--- src/rtl/pwm_event_gen.sv ---
module pwm_event_gen #(
  parameter int CW = 16
) (
  input  logic          clk,
  input  logic          rst_n,
  input  logic          wr_en,
  input  logic [2:0]    wr_addr,
  input  logic [CW-1:0] wr_data,
  input  logic          sync_in,
  input  logic          upd_req,
  output logic [CW-1:0] count,
  output logic          pwm_a,
  output logic          pwm_b,
  output logic          upd_busy
);
  localparam int NREG = 5;

  logic [6:0] ctl;
  logic       dir_up;
  logic [NREG-1:0] cm;

  wire updown  = ctl[0];
  wire at_zero = (count == '0);

  for (genvar i = 0; i < NREG; i++) begin : g_reg
    logic [CW-1:0] a, p;
    wire [1:0] md = (i == 0) ? ctl[2:1] : (i < 3) ? ctl[4:3] : ctl[6:5];
    wire we = wr_en && (wr_addr == 3'(i + 1));
    assign cm[i] = at_zero && (md == 2'd1 || (md[1] && upd_busy));
    always_ff @(posedge clk or negedge rst_n) begin
      if (!rst_n) begin
        a <= '0;
        p <= '0;
      end else begin
        if (we) p <= wr_data;
        if (we && md == 2'd0) a <= wr_data;
        else if (cm[i]) a <= p;
      end
    end
  end

  wire [CW-1:0] lim    = g_reg[0].a;
  wire [CW-1:0] lim_nx = cm[0] ? g_reg[0].p : g_reg[0].a;
  wire at_lim = (count == lim);
  wire hit_a  = (count == g_reg[1].a);
  wire hit_b  = (count == g_reg[2].a);
  wire rising = updown && dir_up;

  function automatic logic [1:0] pick(input logic [CW-1:0] t);
    if (at_zero) return t[1:0];
    if (at_lim)  return t[3:2];
    if (hit_a)   return rising ? t[5:4] : t[7:6];
    if (hit_b)   return rising ? t[9:8] : t[11:10];
    return 2'd0;
  endfunction

  function automatic logic drive(input logic cur, input logic [1:0] c);
    case (c)
      2'd1:    return ~cur;
      2'd2:    return 1'b0;
      2'd3:    return 1'b1;
      default: return cur;
    endcase
  endfunction

  always_ff @(posedge clk or negedge rst_n) begin
    if (!rst_n) ctl <= '0;
    else if (wr_en && wr_addr == 3'd0) ctl <= wr_data[6:0];
  end

  always_ff @(posedge clk or negedge rst_n) begin
    if (!rst_n) begin
      count  <= '0;
      dir_up <= 1'b1;
    end else if (sync_in) begin
      count  <= '0;
      dir_up <= 1'b1;
    end else if (!updown) begin
      count <= (at_zero || count > lim_nx) ? lim_nx : count - 1'b1;
    end else if (lim_nx == '0) begin
      count  <= '0;
      dir_up <= 1'b1;
    end else if (dir_up) begin
      if (count >= lim_nx) begin
        count  <= lim_nx - 1'b1;
        dir_up <= 1'b0;
      end else count <= count + 1'b1;
    end else if (at_zero) begin
      count  <= CW'(1);
      dir_up <= 1'b1;
    end else count <= count - 1'b1;
  end

  always_ff @(posedge clk or negedge rst_n) begin
    if (!rst_n) begin
      pwm_a    <= 1'b0;
      pwm_b    <= 1'b0;
      upd_busy <= 1'b0;
    end else begin
      pwm_a    <= drive(pwm_a, pick(g_reg[3].a));
      pwm_b    <= drive(pwm_b, pick(g_reg[4].a));
      upd_busy <= upd_req || (upd_busy && !at_zero);
    end
  end
endmodule


--- config.mk ---
export PLATFORM = sky130hd
export DESIGN_NAME = pwm_event_gen
export DESIGN_NICKNAME = d
export VERILOG_FILES = /design/src/rtl/pwm_event_gen.sv
export SDC_FILE = /design/constraint.sdc
export NUM_CORES = 1
export LEC_CHECK = 0
export BUFFER_PORTS_ARGS = -buffer_cell sky130_fd_sc_hd__buf_2
export CAP_MARGIN = 0
export CORE_MARGIN = 5
export CORE_UTILIZATION = 45
export CTS_CLUSTER_DIAMETER = 100
export DETAILED_ROUTE_END_ITERATION = 6
export PLACE_DENSITY = 0.65
export SLEW_MARGIN = 20
export SYNTH_ARGS = -nofsm -noshare
export SYNTH_HDL_FRONTEND = slang
export SYNTH_SLANG_ARGS = --single-unit
--- constraint.sdc ---
create_clock -name clk -period 9.8 [get_ports clk]
set_clock_uncertainty 0.2 [all_clocks]
set_input_delay 0.49 -clock clk [delete_from_list [all_inputs] [get_ports clk]]
set_output_delay 0.49 -clock clk [all_outputs]
set_load 0.05 [all_outputs]
---- After elaboration in Yosys (flattened, before gate mapping) ----
Cells that the tools add are included.
storage, ports and cells
  register bits ........................... 171
  output and inout port bits .............. 19
cells by class
  $add $sub $neg .......................... 3
  $lt $le $gt $ge ......................... 2
  eq/ne operators ......................... 17
  muxes and demuxes ....................... 54
  bitwise logic cells ..................... 2
  reductions and logical operators ........ 38
operators with widths
  operator               count
  $mux 16                13
  $eq 16x16->1           3
  $mux 12                4
  $mux 2                 20
  $logic_not 16->1       2
  $sub 16x1->16 const B  2
  $logic_and 1x1->1      19
  $add 16x1->16 const B  1
  $ge 16x16->1           1
  $gt 16x16->1           1
  $mux 1                 15
  $eq 2x1->1 const B     5
  $reduce_bool 2->1      5
  $eq 2x2->1 const B     4
  $eq 3x2->1 const B     2
  $eq 3x3->1 const B     2
  $logic_not 2->1        3
  $pmux 1 s3             2
  $reduce_bool 3->1      2
  $logic_or 1x1->1       5
  $eq 3x1->1 const B     1
  $logic_not 3->1        1
  $not 1->1              2
  $logic_not 1->1        1

---- Longest topological paths before layout ----
  word-level depth ........................ 14
  mapped depth ............................ 20
  mapped depth without buffers ............ 15

---- Least setup slack after synthesis ----
Ideal clock, no wire load.
  kind .................................... flip-flop to flip-flop
  from .................................... reg count[0]
  to ...................................... reg count[8]
  arrival ................................. 4,644 ps
  data required time ...................... 9,476 ps
  setup slack ............................. 4,833 ps
  stages on the path, launching flop included .. 19
  buffers on the path ..................... 4
  clock period less this slack ............ 4,967 ps
  path through ............................ dfrtp_1 -> clkbuf_1 -> inv_1 -> ha_1 -> and4_1 -> buf_2 -> buf_4 -> a21boi_0 -> nor2_1 -> ha_1 -> and4_1 -> nand3_1 -> or4b_2 -> o221ai_2 -> mux2i_1 -> a21oi_4 -> buf_6 -> mux2i_1 -> a211o_1
between the ends
  word-level cells in the longest chain between the ends .. 9
RTL lines
  item                                                  line    RTL
  from (decl)                                           11      output logic [CW-1:0] count,
  from (signal assigned)                                79      count <= (at_zero || count > lim_nx) ? lim_nx : count - 1'b1;
  from (signal assigned)                                85      count <= lim_nx - 1'b1;
  from (signal assigned)                                87      end else count <= count + 1'b1;
  $logic_not 16->1                                      23      wire at_zero = (count == '0);
  $logic_and 1x1->1                                     29      assign cm[i] = at_zero && (md == 2'd1 || (md[1] && upd_busy));
  $mux 16                                               43      wire [CW-1:0] lim_nx = cm[0] ? g_reg[0].p : g_reg[0].a;
  $sub 16x1->16 / $ge 16x16->1 (equally long branches)  85, 84
  $mux 16                                               84      if (count >= lim_nx) begin
  $mux 16                                               83      end else if (dir_up) begin
  $mux 16                                               80      end else if (lim_nx == '0) begin
  $mux 16 *                                             78      end else if (!updown) begin
  $mux 16 *                                             75      end else if (sync_in) begin
Mark *: on every way between the ends. The rest lies on a longest branch, timed or not.
A chain may end at the register's enable or synchronous reset.

---- Worst setup path after layout ----
  from .................................... reg count[2]
  to ...................................... reg count[15]
The elaborated chain is that of the path after synthesis.

==> run summary <==
### GRT
* pin count of the biggest net entering global routing: 99
* via count of the first global-routing pass: 7736
* Global Route Usage Sum: 23.3%
* number of antenna violations at the first check in global routing: 0
* global-route wire length before repair: 44700 um
* grt ovf: 0

### Timing
* portion of the clock cycle consumed by the worst path in the final layout: 57.7%
* setup TNS: 0 ns
* Final Hold Fails: 0
* Final Critical Period: 5.66 ns
* unrepaired setup endpoints after global routing: no
* final setup violation count: 0
* tightest hold margin: 0.0388 ns
* Worst Max-Slew Pin Slew: 1.03 ns
* Final Max Tran Viols: 0
* Max-slew headroom: 31.0%
* top achievable clock speed: 177 MHz

### Die
* floorplan die width: 158 um
* Initial Util: 45.3%
* Boundary Pins: 43
* num rows: 54
* core area: 0.0216 mm^2
* Total Die Area: 0.0248 mm^2
* Chip Height: 158 um

### Synthesis
* post-synthesis instance area: 0.00979 mm^2
* number of flops mapped to enable cells by yosys: 0
* Top FF cell, synth: sky130_fd_sc_hd__dfrtp_1
* net count after synthesis: 1018
* proportion of synthesized flip-flops having asynchronous set or reset: 100%
* portion of the post-synthesis area used by sequential elements: 43.7%
* mean instance size in the synthesized netlist: 10.0 um^2
* number of register bits inferred by synthesis: 171
* total of warnings raised by yosys: 0
* instance count of the mapped netlist: 977
* number of distinct library cells after synthesis: 73

### Critical path
* max incr delay on CP: 0.71 ns
* Worst Path Class, Setup: flop to flop
* cell with the largest stage delay on the worst path: sky130_fd_sc_hd__dfrtp_1
* Reg2Reg Depth: 12
* capture instance of the worst register-to-register path: count[15]
* Worst Setup End Kind: flop
* critical path fanouts, max: 19
* Worst setup SP type: flop
* slack of the worst reg-to-reg path: 4.14 ns
* required time at the endpoint of the critical path: 9.94 ns
* start point of the critical path: count[2]
* FF-to-FF Start: count[2]
* worst-path cell chain: nor3_4 -> nand4_4 -> nor2_4 -> mux2i_1 -> ha_1 -> and4_1 -> a2111oi_0 -> o21a_1 -> mux2i_1 -> a21oi_4 -> mux2_2 -> o211ai_1
* critical path data arrival time: 5.80 ns
* CP most frequent cell: sky130_fd_sc_hd__mux2i_1

### Final layout
* fraction of layout instances using a drive strength above 1: 19.8%
* number of standard cells in the final layout excluding fillers: 1277
* # diodes: 0
* synthesis-to-finish area growth: 9.97%
* Layout Nets: 1025
* fill cell instance count of the final layout: 2000

### Status
* run status: finished clean

### Route
* via-per-instance ratio: 5.92
* DRT Pass-1 Iters: 5
* number of nets still failing antenna checks after routing: 0
* DRC viols: 0
* total vias in the final route: 7566
* Routed wire per std cell: 21.8 um
* Iteration-0 DRC Markers: 709
* sum of routed wire length over all layers: 27800 um

### Clock tree
* clock latency on the worst-skew pair: 0.43 ns
* # hold bufs at CTS: 1
* clock buffer depth: 2
* TritonCTS Buffers: 17
* PostCTS Resize Cnt: 0
* clock-pin transition on the worst setup and hold timing paths: 0.08 ns
* count of buffers added by post-CTS timing repair for setup: 0
* TritonCTS clock tree: yes
* CTS HTree Levels: 4
* clock tree root buffer cell: sky130_fd_sc_hd__clkbuf_16
* Clock Sink Count: 171

### Pwr
* IR Drop Worst-Case VDD: 0.134 mV
* power per cell area: 331 mW/mm^2
* Lkg Pwr: 4.50 nW

### Place
* Post-DP HPWL: 20100 um
* buffers added on ports: 42
* Routability Congestion: 0.985
* total placed cells including tap cells: 1244

### Worst hold path
* worst hold path startpoint: upd_req
* Worst Hold Depth: 2
* end of the worst hold path: upd_busy
* worst hold-check path type: primary input to flop

### Job
* number of maximum-capacitance violations: 0

## stage by stage
step / total power [W] / setup slack, ns / cell area (um^2) / util, %
after global placement: 0.00287 / 4.28 / 10200 / 47.0
after floorplan: 0.00244 / 4.83 / 9790 / -
after global routing: 0.00380 / 3.59 / 10800 / 49.8
final: 0.00356 / 4.14 / 10800 / 49.8
after detailed placement: 0.00288 / 4.16 / 10200 / 47.0
after CTS: 0.00356 / 4.14 / 10800 / 49.7
## Yosys cell counts (5+ instances only)
cell                       count  area share (%)
sky130_fd_sc_hd__a22oi_1      31             2.4
sky130_fd_sc_hd__o22ai_1      23             1.5
sky130_fd_sc_hd__and4_1        6            0.54
sky130_fd_sc_hd__buf_2        13            0.66
sky130_fd_sc_hd__ha_1         17             2.2
sky130_fd_sc_hd__nor3_1       22             1.1
sky130_fd_sc_hd__nor2_1       84             3.2
sky130_fd_sc_hd__mux2_2       86             9.9
sky130_fd_sc_hd__and2_1        8            0.51
sky130_fd_sc_hd__o211ai_1     12            0.92
sky130_fd_sc_hd__inv_1        13            0.50
sky130_fd_sc_hd__nand2_1     112             4.3
sky130_fd_sc_hd__xor2_1       22             2.0
sky130_fd_sc_hd__nor4_1       14            0.89
sky130_fd_sc_hd__o21ai_1       6            0.31
sky130_fd_sc_hd__a31oi_1       6            0.38
sky130_fd_sc_hd__or3_1         8            0.51
sky130_fd_sc_hd__dfrtp_1     170              43
sky130_fd_sc_hd__o21ai_0      21             1.1
sky130_fd_sc_hd__clkbuf_1     42             1.6
sky130_fd_sc_hd__nand3_1      18            0.92
sky130_fd_sc_hd__o221ai_1      8            0.72
sky130_fd_sc_hd__xnor2_1      66             5.9
sky130_fd_sc_hd__nand4_1      15            0.96
sky130_fd_sc_hd__or4_1         6            0.46
sky130_fd_sc_hd__buf_6         5            0.58
sky130_fd_sc_hd__a21oi_1      25             1.3
sky130_fd_sc_hd__mux2i_1      41             4.2
## registers in the layout, summed over array words and instances, names as in the netlist
| register | cells |
|---|---|
| g.a | 72 |
| pwm_b | 1 |
| count | 16 |
| g.p | 72 |
| pwm_a | 1 |
| upd_busy | 1 |
| dir_up | 1 |
| ctl | 7 |
## placed cells by master, fill, tap and decap left out, types with 15 or more instances in the layout
cell and count:
sky130_fd_sc_hd__nor3_1 17, sky130_fd_sc_hd__dfrtp_1 170, sky130_fd_sc_hd__o21ai_0 21, sky130_fd_sc_hd__mux2_2 86
sky130_fd_sc_hd__a22oi_1 31, sky130_fd_sc_hd__mux2i_1 41, sky130_fd_sc_hd__xnor2_1 66, sky130_fd_sc_hd__o22ai_1 23
sky130_fd_sc_hd__nand3_1 18, sky130_fd_sc_hd__xor2_1 22, sky130_fd_sc_hd__nand2_1 112, sky130_fd_sc_hd__clkbuf_16 17
sky130_fd_sc_hd__nor2_1 84, sky130_fd_sc_hd__nand4_1 15, sky130_fd_sc_hd__ha_1 17, sky130_fd_sc_hd__buf_2 41
sky130_fd_sc_hd__a21oi_1 25
## worst max path at each step
stage                           end  depth (start not counted)
after floorplan            count[8]                         18
after global placement     count[3]                         14
after detailed placement  count[15]                         12
after CTS                 count[15]                         12
after global routing       count[4]                         12
final                     count[15]                         12
## critical path: cells and delay by family (launching register included)
kind / cells / cell delay [ns]
adders and majority gates: 1 / 0.34
DFF: 1 / 0.71
and+or+nand+nor: 4 / 1.58
AOI/OAI and AO/OA: 4 / 1.60
muxes: 3 / 1.14
## where the power goes
group / switching [W] / internal, W / leakage (nW)
Sequential: 0.000308 / 0.000956 / 2.06
Clock: 0.000310 / 0.000361 / 0.277
Combinational: 0.000988 / 0.000637 / 2.16
## routing by layer
layer	part of all wire (%)	vias to the layer above	global-route usage (%)
li1	-	3527	-
met1	47	3757	33.3
met2	46	234	36.8
met3	4.8	48	2.97
met4	2.5	0	7.95
met5	0	-	0
## cell families after synthesis
family          share of synthesized area [%]
xor+xnor                                 7.87
fa+ha+maj                                2.17
compound gates                           12.4
simple gates                             15.9
flops                                    43.7
buf+inv                                  3.81
mux                                      14.1
## final cells by class
cell class	instances	area, um^2	share of cell area, %
Clock buffer	18	429	3.99
Clock inverter	14	155	1.44
Timing Repair Buffer	56	324	3.01
Multi-Input combinational cell	725	5180	48.1
Sequential cell	171	4280	39.8
Inverter	13	48.8	0.453
Tap cell	280	350	3.25
(Power assumes the default switching activity.)
